[src/rtl/dsi_vsched_pkg.sv]
package dsi_vsched_pkg;

    localparam logic [5:0] DT_VSS   = 6'h01;
    localparam logic [5:0] DT_VSE   = 6'h11;
    localparam logic [5:0] DT_HSS   = 6'h21;
    localparam logic [5:0] DT_HSE   = 6'h31;
    localparam logic [5:0] DT_EOT   = 6'h08;
    localparam logic [5:0] DT_BLANK = 6'h19;
    localparam logic [5:0] DT_NULL  = 6'h09;
    localparam logic [5:0] DT_LPREQ = 6'h00;

    typedef enum logic [2:0] {
        ST_IDLE, ST_SYNC, ST_HSA, ST_SEND, ST_BLK1, ST_PIX, ST_BLK2
    } step_e;

    typedef enum logic [1:0] {
        RG_VSYNC, RG_VBP, RG_VACT, RG_VFP
    } region_e;

    typedef struct packed {
        logic [5:0]  dtype;
        logic [1:0]  vc;
        logic [15:0] wc;
        logic        lp;
    } desc_t;

    function automatic logic [5:0] pix_dtype(input logic [1:0] fmt);
        return {fmt, 4'hE};
    endfunction

    // Bytes needed for a run of pixels in the selected format.
    function automatic logic [15:0] wc_for(input logic [19:0] px, input logic [1:0] fmt);
        logic [21:0] p22;
        logic [21:0] t;
        p22 = {2'b00, px};
        case (fmt)
            2'd0:    t = p22 << 1;
            2'd1:    t = (p22 * 22'd9 + 22'd3) >> 2;
            default: t = p22 * 22'd3;
        endcase
        return t[15:0];
    endfunction

    // Lowest set bit of mask at or above index 'from': {found, index}.
    function automatic logic [2:0] first_set(input logic [3:0] mask, input logic [2:0] from);
        logic [2:0] r;
        r = 3'b000;
        for (int i = 0; i < 4; i++) begin
            if (!r[2] && mask[i] && (3'(i) >= from)) r = {1'b1, 2'(i)};
        end
        return r;
    endfunction

endpackage

[src/rtl/dsi_vsched_vert.sv]
module dsi_vsched_vert
    import dsi_vsched_pkg::*;
#(
    parameter int VW = 10
) (
    input  logic          clk,
    input  logic          rst,
    input  logic          start,
    input  logic          line_done,
    input  logic [VW-1:0] cnt_vs,
    input  logic [VW-1:0] cnt_vbp,
    input  logic [VW-1:0] cnt_vact,
    input  logic [VW-1:0] cnt_vfp,
    output logic          run,
    output region_e       region,
    output logic          first_line,
    output logic          last_line
);
    localparam int NREG = 4;

    logic [NREG-1:0][VW-1:0] cnt;
    logic [NREG-1:0]         nz;
    logic [VW-1:0]           lcnt;
    logic [1:0]              idx;
    logic [2:0]              pick_start;
    logic [2:0]              pick_next;
    logic                    more_lines;

    assign cnt = {cnt_vfp, cnt_vact, cnt_vbp, cnt_vs};

    for (genvar g = 0; g < NREG; g++) begin : g_nz
        assign nz[g] = (cnt[g] != '0);
    end

    assign pick_start = first_set(nz, 3'd0);
    assign pick_next  = first_set(nz, {1'b0, idx} + 3'd1);
    assign more_lines = ({1'b0, lcnt} + 1'b1) < {1'b0, cnt[idx]};

    always_ff @(posedge clk) begin
        if (rst) begin
            run  <= 1'b0;
            idx  <= 2'd0;
            lcnt <= '0;
        end else if (!run) begin
            if (start && pick_start[2]) begin
                run  <= 1'b1;
                idx  <= pick_start[1:0];
                lcnt <= '0;
            end
        end else if (line_done) begin
            if (more_lines) begin
                lcnt <= lcnt + 1'b1;
            end else if (pick_next[2]) begin
                idx  <= pick_next[1:0];
                lcnt <= '0;
            end else begin
                run <= 1'b0;
            end
        end
    end

    assign region     = region_e'(idx);
    assign first_line = (idx == 2'd0) && (lcnt == '0);
    assign last_line  = (idx == 2'd0) && !more_lines;

endmodule

[src/rtl/dsi_vsched_horz.sv]
module dsi_vsched_horz
    import dsi_vsched_pkg::*;
#(
    parameter int HW = 12
) (
    input  logic          clk,
    input  logic          rst,
    input  logic          run,
    input  logic          is_act,
    input  logic          vs_first,
    input  logic          vs_last,
    input  logic [1:0]    cfg_vmode,
    input  logic [1:0]    cfg_bllp,
    input  logic [1:0]    cfg_fmt,
    input  logic          cfg_eot_en,
    input  logic [1:0]    cfg_vc,
    input  logic [HW-1:0] cfg_hsw,
    input  logic [HW-1:0] cfg_hbp,
    input  logic [HW-1:0] cfg_hact,
    input  logic [HW-1:0] cfg_hfp,
    input  logic [HW-1:0] cfg_ppp,
    input  logic          ready,
    output logic          valid,
    output desc_t         desc,
    output logic          line_done
);
    localparam int SW = HW + 2;

    step_e         st, nxt;
    logic [HW-1:0] px_done, remaining, chunk;
    logic          eot_sent;
    logic [SW-1:0] w_hsw, w_hbp, w_hact, w_hfp, fill_px;
    logic          pulse, burst, filler, in_eot, fire, advance, last_chunk;

    assign pulse      = (cfg_vmode == 2'd0);
    assign burst      = (cfg_vmode == 2'd2);
    assign w_hsw      = SW'(cfg_hsw);
    assign w_hbp      = SW'(cfg_hbp);
    assign w_hact     = SW'(cfg_hact);
    assign w_hfp      = SW'(cfg_hfp);
    assign remaining  = cfg_hact - px_done;
    assign chunk      = ((cfg_ppp == '0) || (cfg_ppp > remaining)) ? remaining : cfg_ppp;
    assign last_chunk = (chunk == remaining);

    always_comb begin
        case (st)
            ST_HSA:  fill_px = w_hsw;
            ST_BLK1: begin
                if (is_act) fill_px = burst ? '0 : (pulse ? w_hbp : w_hsw + w_hbp);
                else        fill_px = (pulse ? '0 : w_hsw) + w_hbp + w_hact + w_hfp;
            end
            ST_BLK2: fill_px = burst ? (w_hsw + w_hbp + w_hfp) : w_hfp;
            default: fill_px = '0;
        endcase
    end

    assign filler = (st == ST_HSA) || (st == ST_BLK1) || (st == ST_BLK2);
    assign in_eot = filler && (fill_px != '0) && (cfg_bllp == 2'd0) && cfg_eot_en && !eot_sent;

    always_comb begin
        desc  = '{dtype: DT_LPREQ, vc: cfg_vc, wc: 16'd0, lp: 1'b0};
        valid = 1'b0;
        case (st)
            ST_SYNC: begin
                valid      = 1'b1;
                desc.dtype = vs_first ? DT_VSS : DT_HSS;
            end
            ST_SEND: begin
                valid      = 1'b1;
                desc.dtype = vs_last ? DT_VSE : DT_HSE;
            end
            ST_PIX: begin
                valid      = (remaining != '0);
                desc.dtype = pix_dtype(cfg_fmt);
                desc.wc    = wc_for(20'(chunk), cfg_fmt);
            end
            ST_HSA, ST_BLK1, ST_BLK2: begin
                valid = (fill_px != '0);
                if (in_eot) begin
                    desc.dtype = DT_EOT;
                end else begin
                    desc.wc = wc_for(20'(fill_px), cfg_fmt);
                    case (cfg_bllp)
                        2'd0:    desc.lp    = 1'b1;
                        2'd1:    desc.dtype = DT_BLANK;
                        default: desc.dtype = DT_NULL;
                    endcase
                end
            end
            default: ;
        endcase
    end

    assign fire    = valid && ready;
    assign advance = !valid || (fire && !in_eot && !((st == ST_PIX) && !last_chunk));

    always_comb begin
        case (st)
            ST_SYNC: nxt = pulse ? ST_HSA : ST_BLK1;
            ST_HSA:  nxt = ST_SEND;
            ST_SEND: nxt = ST_BLK1;
            ST_BLK1: nxt = is_act ? ST_PIX : ST_IDLE;
            ST_PIX:  nxt = ST_BLK2;
            default: nxt = ST_IDLE;
        endcase
    end

    assign line_done = (st != ST_IDLE) && advance && (nxt == ST_IDLE);

    always_ff @(posedge clk) begin
        if (rst) begin
            st       <= ST_IDLE;
            px_done  <= '0;
            eot_sent <= 1'b0;
        end else if (st == ST_IDLE) begin
            if (run) begin
                st       <= ST_SYNC;
                px_done  <= '0;
                eot_sent <= 1'b0;
            end
        end else begin
            if (fire && in_eot)        eot_sent <= 1'b1;
            if (fire && st == ST_PIX)  px_done  <= px_done + chunk;
            if (advance) begin
                eot_sent <= 1'b0;
                st       <= nxt;
            end
        end
    end

endmodule

[src/rtl/dsi_vsched.sv]
module dsi_vsched
    import dsi_vsched_pkg::*;
#(
    parameter int HW = 12,
    parameter int VW = 10
) (
    input  logic          clk,
    input  logic          rst,
    input  logic          start,
    input  logic [1:0]    cfg_vmode,
    input  logic [1:0]    cfg_bllp,
    input  logic [1:0]    cfg_fmt,
    input  logic          cfg_eot_en,
    input  logic [1:0]    cfg_vc,
    input  logic [HW-1:0] cfg_hsw,
    input  logic [HW-1:0] cfg_hbp,
    input  logic [HW-1:0] cfg_hact,
    input  logic [HW-1:0] cfg_hfp,
    input  logic [HW-1:0] cfg_ppp,
    input  logic [VW-1:0] cfg_vsw,
    input  logic [VW-1:0] cfg_vbp,
    input  logic [VW-1:0] cfg_vact,
    input  logic [VW-1:0] cfg_vfp,
    output logic          desc_valid,
    input  logic          desc_ready,
    output logic [5:0]    desc_type,
    output logic [1:0]    desc_vc,
    output logic [15:0]   desc_wc,
    output logic          desc_lp
);
    logic    frame_run, line_done, first_line, last_line;
    region_e region;
    desc_t   desc;

    dsi_vsched_vert #(.VW(VW)) i_vert (
        .clk        (clk),
        .rst        (rst),
        .start      (start),
        .line_done  (line_done),
        .cnt_vs     (cfg_vsw),
        .cnt_vbp    (cfg_vbp),
        .cnt_vact   (cfg_vact),
        .cnt_vfp    (cfg_vfp),
        .run        (frame_run),
        .region     (region),
        .first_line (first_line),
        .last_line  (last_line)
    );

    dsi_vsched_horz #(.HW(HW)) i_horz (
        .clk        (clk),
        .rst        (rst),
        .run        (frame_run),
        .is_act     (region == RG_VACT),
        .vs_first   (first_line),
        .vs_last    (last_line),
        .cfg_vmode  (cfg_vmode),
        .cfg_bllp   (cfg_bllp),
        .cfg_fmt    (cfg_fmt),
        .cfg_eot_en (cfg_eot_en),
        .cfg_vc     (cfg_vc),
        .cfg_hsw    (cfg_hsw),
        .cfg_hbp    (cfg_hbp),
        .cfg_hact   (cfg_hact),
        .cfg_hfp    (cfg_hfp),
        .cfg_ppp    (cfg_ppp),
        .ready      (desc_ready),
        .valid      (desc_valid),
        .desc       (desc),
        .line_done  (line_done)
    );

    assign desc_type = desc.dtype;
    assign desc_vc   = desc.vc;
    assign desc_wc   = desc.wc;
    assign desc_lp   = desc.lp;

endmodule

[config.mk]
export PLATFORM = sky130hd
export DESIGN_NAME = dsi_vsched
export DESIGN_NICKNAME = d
export VERILOG_FILES = /design/src/rtl/dsi_vsched_pkg.sv /design/src/rtl/dsi_vsched_vert.sv /design/src/rtl/dsi_vsched_horz.sv /design/src/rtl/dsi_vsched.sv
export SDC_FILE = /design/constraint.sdc
export NUM_CORES = 1
export LEC_CHECK = 0
export CORE_MARGIN = 10
export CORE_UTILIZATION = 45
export DETAILED_ROUTE_END_ITERATION = 8
export GPL_TIMING_DRIVEN = 0
export PLACE_DENSITY_LB_ADDON = 0.25
export SYNTH_ARGS = -nofsm -noshare
export SYNTH_HDL_FRONTEND = slang
export SYNTH_SLANG_ARGS = --single-unit
[constraint.sdc]
create_clock -name clk -period 22.4 [get_ports clk]
set_clock_uncertainty 0.15 [all_clocks]
set_input_delay 3.36 -clock clk [delete_from_list [all_inputs] [get_ports clk]]
set_output_delay 3.36 -clock clk [all_outputs]
set_load 0.01 [all_outputs]
==> results of run 1 <==
-- power by group --
group	switching (mW)	total [mW]	internal [mW]
clock	0.0245	0.0652	0.0407
combinational	0.247	0.431	0.183
sequential	0.000932	0.0539	0.0530
total	0.273	0.550	0.277
-- state kept, by name (all words and copies together), names as in the netlist --
| register | count |
|---|---|
| i_vert.lcnt | 10 |
| i_vert.region | 2 |
| i_vert.run | 1 |
| i_horz.eot_sent | 1 |
| i_horz.px_done | 12 |
| i_horz.st | 3 |
-- metrics by stage --
| step | hold slack [ps] | instance area (um2) | total power [mW] | setup WS (ps) |
|---|---|---|---|---|
| finish | 353 | 11800 | 0.550 | 6840 |
| global route | 379 | 11800 | 0.599 | 6310 |
| CTS | 342 | 11800 | 0.542 | 7090 |
| detailed placement | 334 | 11700 | 0.475 | 7110 |
| global placement | 336 | 11700 | 0.466 | 7190 |
| floorplan | 299 | 10000 | 0.362 | 9410 |
-- cell families after synthesis --
kind of cell,after synthesis,share of synthesized area
simple gates,416,0.205
mux,28,0.0416
xor+xnor,80,0.0721
buf+inv,198,0.0778
compound gates,432,0.290
fa+ha+maj,186,0.255
flops,29,0.0580
-- worst paths after layout --
| kind | from | endpoint | slack, ps | cells past startpoint |
|---|---|---|---|---|
| setup / recovery | cfg_vmode[0] | desc_wc[13] | 6840 | 26 |
| hold / removal | i_horz.px_done[9]$_SDFFE_PP0P_ | i_horz.px_done[9]$_SDFFE_PP0P_ | 350 | 2 |
| setup reg to reg | i_horz.px_done[0]$_SDFFE_PP0P_ | i_horz.px_done[10]$_SDFFE_PP0P_ | 15180 | 30 |
| hold reg to reg | i_horz.px_done[9]$_SDFFE_PP0P_ | i_horz.px_done[9]$_SDFFE_PP0P_ | 350 | 2 |
-- layout by cell type (no fill, tap or decap), drive strengths merged, types with 31 or more instances in the layout --
master / n
a211oi: 31
a21o: 34
a21oi: 107
clkbuf: 46
clkdlybuf4s50: 133
ha: 156
inv: 144
nand2: 101
nor2: 110
nor3: 36
o21ai: 83
xnor2: 48
xor2: 31
-- per-layer routing --
metal	vias to the layer above	wire, um	track usage
met3	67	2810	0.0398
met1	5132	14900	0.291
li1	5278	-	-
met5	-	0	0
met4	0	786	0.0525
met2	443	16300	0.406
-- cell type report --
type / instances / area, um2
buffer: 52 / 231
clock buffer: 5 / 125
clock inverter: 3 / 17.5
fill: 2210 / 10100
inverter: 146 / 548
multi-input combinational: 1142 / 8660
sequential: 29 / 581
tap: 280 / 350
timing repair buffer: 133 / 1330
-- synthesized netlist by cell type (9+ instances only) --
cell and n:
o22ai_1 10, nor2b_1 19, or3_1 10, ha_1 156, o211ai_1 15, or2_2 9
fa_1 30, xor2_1 31, nor3_1 36, o31ai_1 9, nor4_1 16, nand2b_1 26
and2_1 9, o21a_1 17, nand3_1 28, and3_1 15, a21oi_1 106, inv_1 144
mux2i_1 12, xnor2_1 47, a211oi_1 29, mux4_2 10, clkbuf_1 41, nand4_1 11
dfxtp_1 29, nor2_1 109, o21ai_0 83, a31oi_1 16, a21boi_0 9, a21o_1 34
nand2_1 101
-- critical path, delay by kind of cell --
kind,cells,cell delay [ps]
adder cells (fa/ha/maj),5,2120
AO/OA/AOI/OAI,9,3220
AND/OR/NAND/NOR,4,920
buffers and inverters,6,2220
XOR/XNOR,2,210
==> flow_summary.toml, run 1 <==
[timing]
tightestPinTransition_ps = 1260
rsz0062_at_grt = "no"
maxSlewViolCount = 0
tns_ps = 0
post-route-period-util = 0.695
setup_viol = 0
hold_violations = 0
fmax_mhz = 64.3
slew_headroom = 0.153
fin_crit_ps = 15560

[drt]
vias = 10900
first_pass_iters = 6
ant_nets = 0
vias_per_cell = 6.10
wl_mm = 34.8
wl_per_cell_um = 19.4
detail_route.iter0.violations = 946
drc_errors = 0

[floorplanning]
rows = 54
die_w_um = 169
io_pins = 139
fp.dieH_um = 169
initial_utilization = 0.458
die_area_mm2 = 0.0286
coreArea_mm2 = 0.0219

[clock_network]
cts_tree = "built"
cts-root-buf = "clkbuf_16"
post_cts_buffers = 0
clkLatencyLatePin_ps = 280
cts_max_level = 2
clockBufferDepth = 2
hold_buffers = 0
cts_sinks = 29
clk_pin_slew_ps = 60
cts_resized = 0
numCtsBuffers = 5

[finish]
final_util = 0.541
drive_gt1_frac = 0.0377
nNetsFinal = 1808
area_growth_pct = 18.2
instances_no_fill = 1790
diodes = 0

[synthesis]
ys_seq_elements = 29
seq_area_frac_synth = 0.0580
synth_cell_types = 85
netlist_area_mm2 = 0.0100
synth_edf_count = 0
synth_ff_type = "dfxtp_1"
synth.avg_cell_area_um2 = 7.32
yosys_warnings = 0
synth_nets = 1668
async_flop_share = 0
yosysTopAreaCellShare = 0.195
syn_inst = 1369
synth_area_leaders = "ha_1 (19%), fa_1 (6.0%), dfxtp_1 (5.8%), inv_1 (5.4%), a21oi_1 (5.3%)"
synth_area_leader_cell = "ha_1"

[hold_path]
hp-class = "reg2reg"

[placed_design]
dp.cells = 1782
hpwl_mm = 29.2
numPortBuffers = 133
gp_congestion = 0.983

[pwr]
p_per_area_mw_per_mm2 = 46.4
vdd_drop_max_mv = 0.0324
p_leak_nw = 5.44

[worst_setup_path]
setup.worst_path.class = "in2out"
cpPeakStageDelay_ps = 890
cp.arrival_ps = 12050
worst_ep_required_time_ps = 18890
end_kind = "primary output"
cp_slowest_cell = "a221oi_1"
startpoint_type = "primary input"
critPathMaxFanout = 10

[global_routing]
grt_max_degree = 11
grt.overflow.total = 0
grt_use_total = 0.233
grt_pass1_vias = 10800
antenna_found_initial = 0
grt_pass1_wl_mm = 55.4

[status]
status = "finished clean"

[run]
cap_violations = 0
(Power assumes the default switching activity.)
==> inputs of run 2 (changes only) <==
==> constraint.sdc (replaced) <==
create_clock -name clk -period 16.3 [get_ports clk]
set_clock_uncertainty 0.15 [all_clocks]
set_input_delay 2.445 -clock clk [delete_from_list [all_inputs] [get_ports clk]]
set_output_delay 2.445 -clock clk [all_outputs]
set_load 0.01 [all_outputs]
==> results of run 2 <==
The final DEF is identical to that of run 1. Status: finished clean.
Among the figures that moved: setup slack after placement 7110 ps -> 2840 ps; setup slack after layout 6840 ps -> 2570 ps; register-to-register setup slack 15180 ps -> 9080 ps; total power 0.550 mW -> 0.755 mW; worst IR drop on VDD 0.0324 mV -> 0.0446 mV
==> inputs of run 3 (changes only) <==
==> constraint.sdc (replaced) <==
create_clock -name clk -period 12.3 [get_ports clk]
set_clock_uncertainty 0.15 [all_clocks]
set_input_delay 1.845 -clock clk [delete_from_list [all_inputs] [get_ports clk]]
set_output_delay 1.845 -clock clk [all_outputs]
set_load 0.01 [all_outputs]
==> flow_summary.toml, run 3 (synthesized netlist as in run 1, its figures left out) <==
[floorplanning]
die_area_mm2 = 0.0286
fp.dieH_um = 169
coreArea_mm2 = 0.0219
io_pins = 139
initial_utilization = 0.458
rows = 54
die_w_um = 169

[timing]
maxSlewViolCount = 0
fin_crit_ps = 11760
tns_ps = 0
setup_viol = 0
timing.hold.ws_ps = 351
hold_violations = 0
post-route-period-util = 0.956
fmax_mhz = 85.1
slew_headroom = 0.126
tightestPinTransition_ps = 1300
rsz0062_at_grt = "no"
setup_ws_ps = 545

[worst_setup_path]
cp_top_family = "compound AO/OA/AOI/OAI gates"
cpMostUsedCell = "ha_1"
critPathMaxFanout = 10
cp.arrival_ps = 9760
end_kind = "primary output"
startpoint_type = "primary input"
timing.critical_path.buf_inv = 6
cpPeakStageDelay_ps = 1010
cp_slowest_cell = "o21ai_0"
worst_ep_required_time_ps = 10300
reg2reg_from = "i_horz.px_done[5]$_SDFFE_PP0P_"
setup.worst_path.class = "in2out"
crit_start = "cfg_hact[0]"

[drt]
vias_per_cell = 6.06
drc_errors = 0
first_pass_iters = 6
ant_nets = 0
detail_route.iter0.violations = 874
wl_mm = 34.6
wl_per_cell_um = 19.3
vias = 10800

[finish]
mostFrequentLayoutCells = "ha_1 (156), inv_1 (144), clkdlybuf4s50_1 (133)"
final_common_cell = "ha_1"
top_register = "i_horz.px_done"
drive_gt1_frac = 0.0398
top_regs = "i_horz.px_done: 12 flops, i_vert.lcnt: 10 flops, i_horz.st: 3 flops"
nNetsFinal = 1807
diodes = 0
area_growth_pct = 18.3
largest_reg_flops = 12

[global_routing]
grt_use_total = 0.233
grt_max_degree = 11
grt_pass1_wl_mm = 55.4
antenna_found_initial = 0
grt_pass1_vias = 10800
grt.overflow.total = 0

[clock_network]
post_cts_buffers = 0
clockBufferDepth = 2
cts_max_level = 2
cts_tree = "built"
clkLatencyLatePin_ps = 280
cts-root-buf = "clkbuf_16"
clk_pin_slew_ps = 50
numCtsBuffers = 5
hold_buffers = 0
cts_sinks = 29

[status]
status = "finished clean"

[hold_path]
min_from = "i_horz.px_done[9]$_SDFFE_PP0P_"
hp-class = "reg2reg"

[pwr]
p_leak_nw = 5.44
p_per_area_mw_per_mm2 = 84.5
vdd_drop_max_mv = 0.0584

[placed_design]
gp_congestion = 0.983
hpwl_mm = 29.2
numPortBuffers = 133
dpl_worst_slack_ps = 44.5

[run]
cap_violations = 0
==> run 3: tightest hold or removal path: cells and delay by family, from the launching register on <==
kind / cells / cell delay [ps]
AO/OA/AOI/OAI: 1 / 50
AND/OR/NAND/NOR: 1 / 70
flip-flops: 1 / 330
==> run 3: report_power, final <==
group	internal [mW]	total [mW]	leakage (nW)	switching, mW
Combinational	0.334	0.786	5.14	0.452
Clock	0.0740	0.118	0.0696	0.0438
Sequential	0.0965	0.0982	0.234	0.00169
==> run 3: routing by layer <==
layer / wire length, um / up-vias / track usage / part of all wire
li1: - / 5283 / - / -
met1: 15100 / 5149 / 0.291 / 0.44
met2: 16400 / 366 / 0.406 / 0.47
met3: 2430 / 51 / 0.0398 / 0.070
met4: 675 / 0 / 0.0525 / 0.019
met5: 0 / - / 0 / 0
==> run 3: repair_timing <==
action                     in CTS  in global routing
gates resized for setup         0                  8
setup endpoints to repair       0                 11
hold endpoints to repair        0                  0
==> run 3: per-stage QoR <==
step	area, um2	instances	utilization	power, mW
global placement	11700	1782	0.534	0.848
global route	11800	1789	0.541	1.09
detailed placement	11700	1782	0.534	0.866
floorplan	10000	1369	-	0.660
finish	11800	1789	0.541	1.00
CTS	11800	1790	0.541	0.988
==> run 3: final cells by class <==
type / instances / area (um2)
clock inverter: 3 / 17.5
fill: 2208 / 10000
buffer: 51 / 229
inverter: 146 / 548
timing repair buffer: 133 / 1330
sequential: 29 / 581
clock buffer: 5 / 125
tap: 280 / 350
multi-input combinational: 1142 / 8670
==> run 3: worst paths after layout <==
kind | cells past startpoint | slack [ps] | end
worst max-delay path | 26 | 540 | desc_wc[13]
worst min-delay path | 2 | 350 | i_horz.px_done[9]$_SDFFE_PP0P_
worst max register to register | 31 | 5350 | i_horz.px_done[10]$_SDFFE_PP0P_
worst min register to register | 2 | 350 | i_horz.px_done[9]$_SDFFE_PP0P_
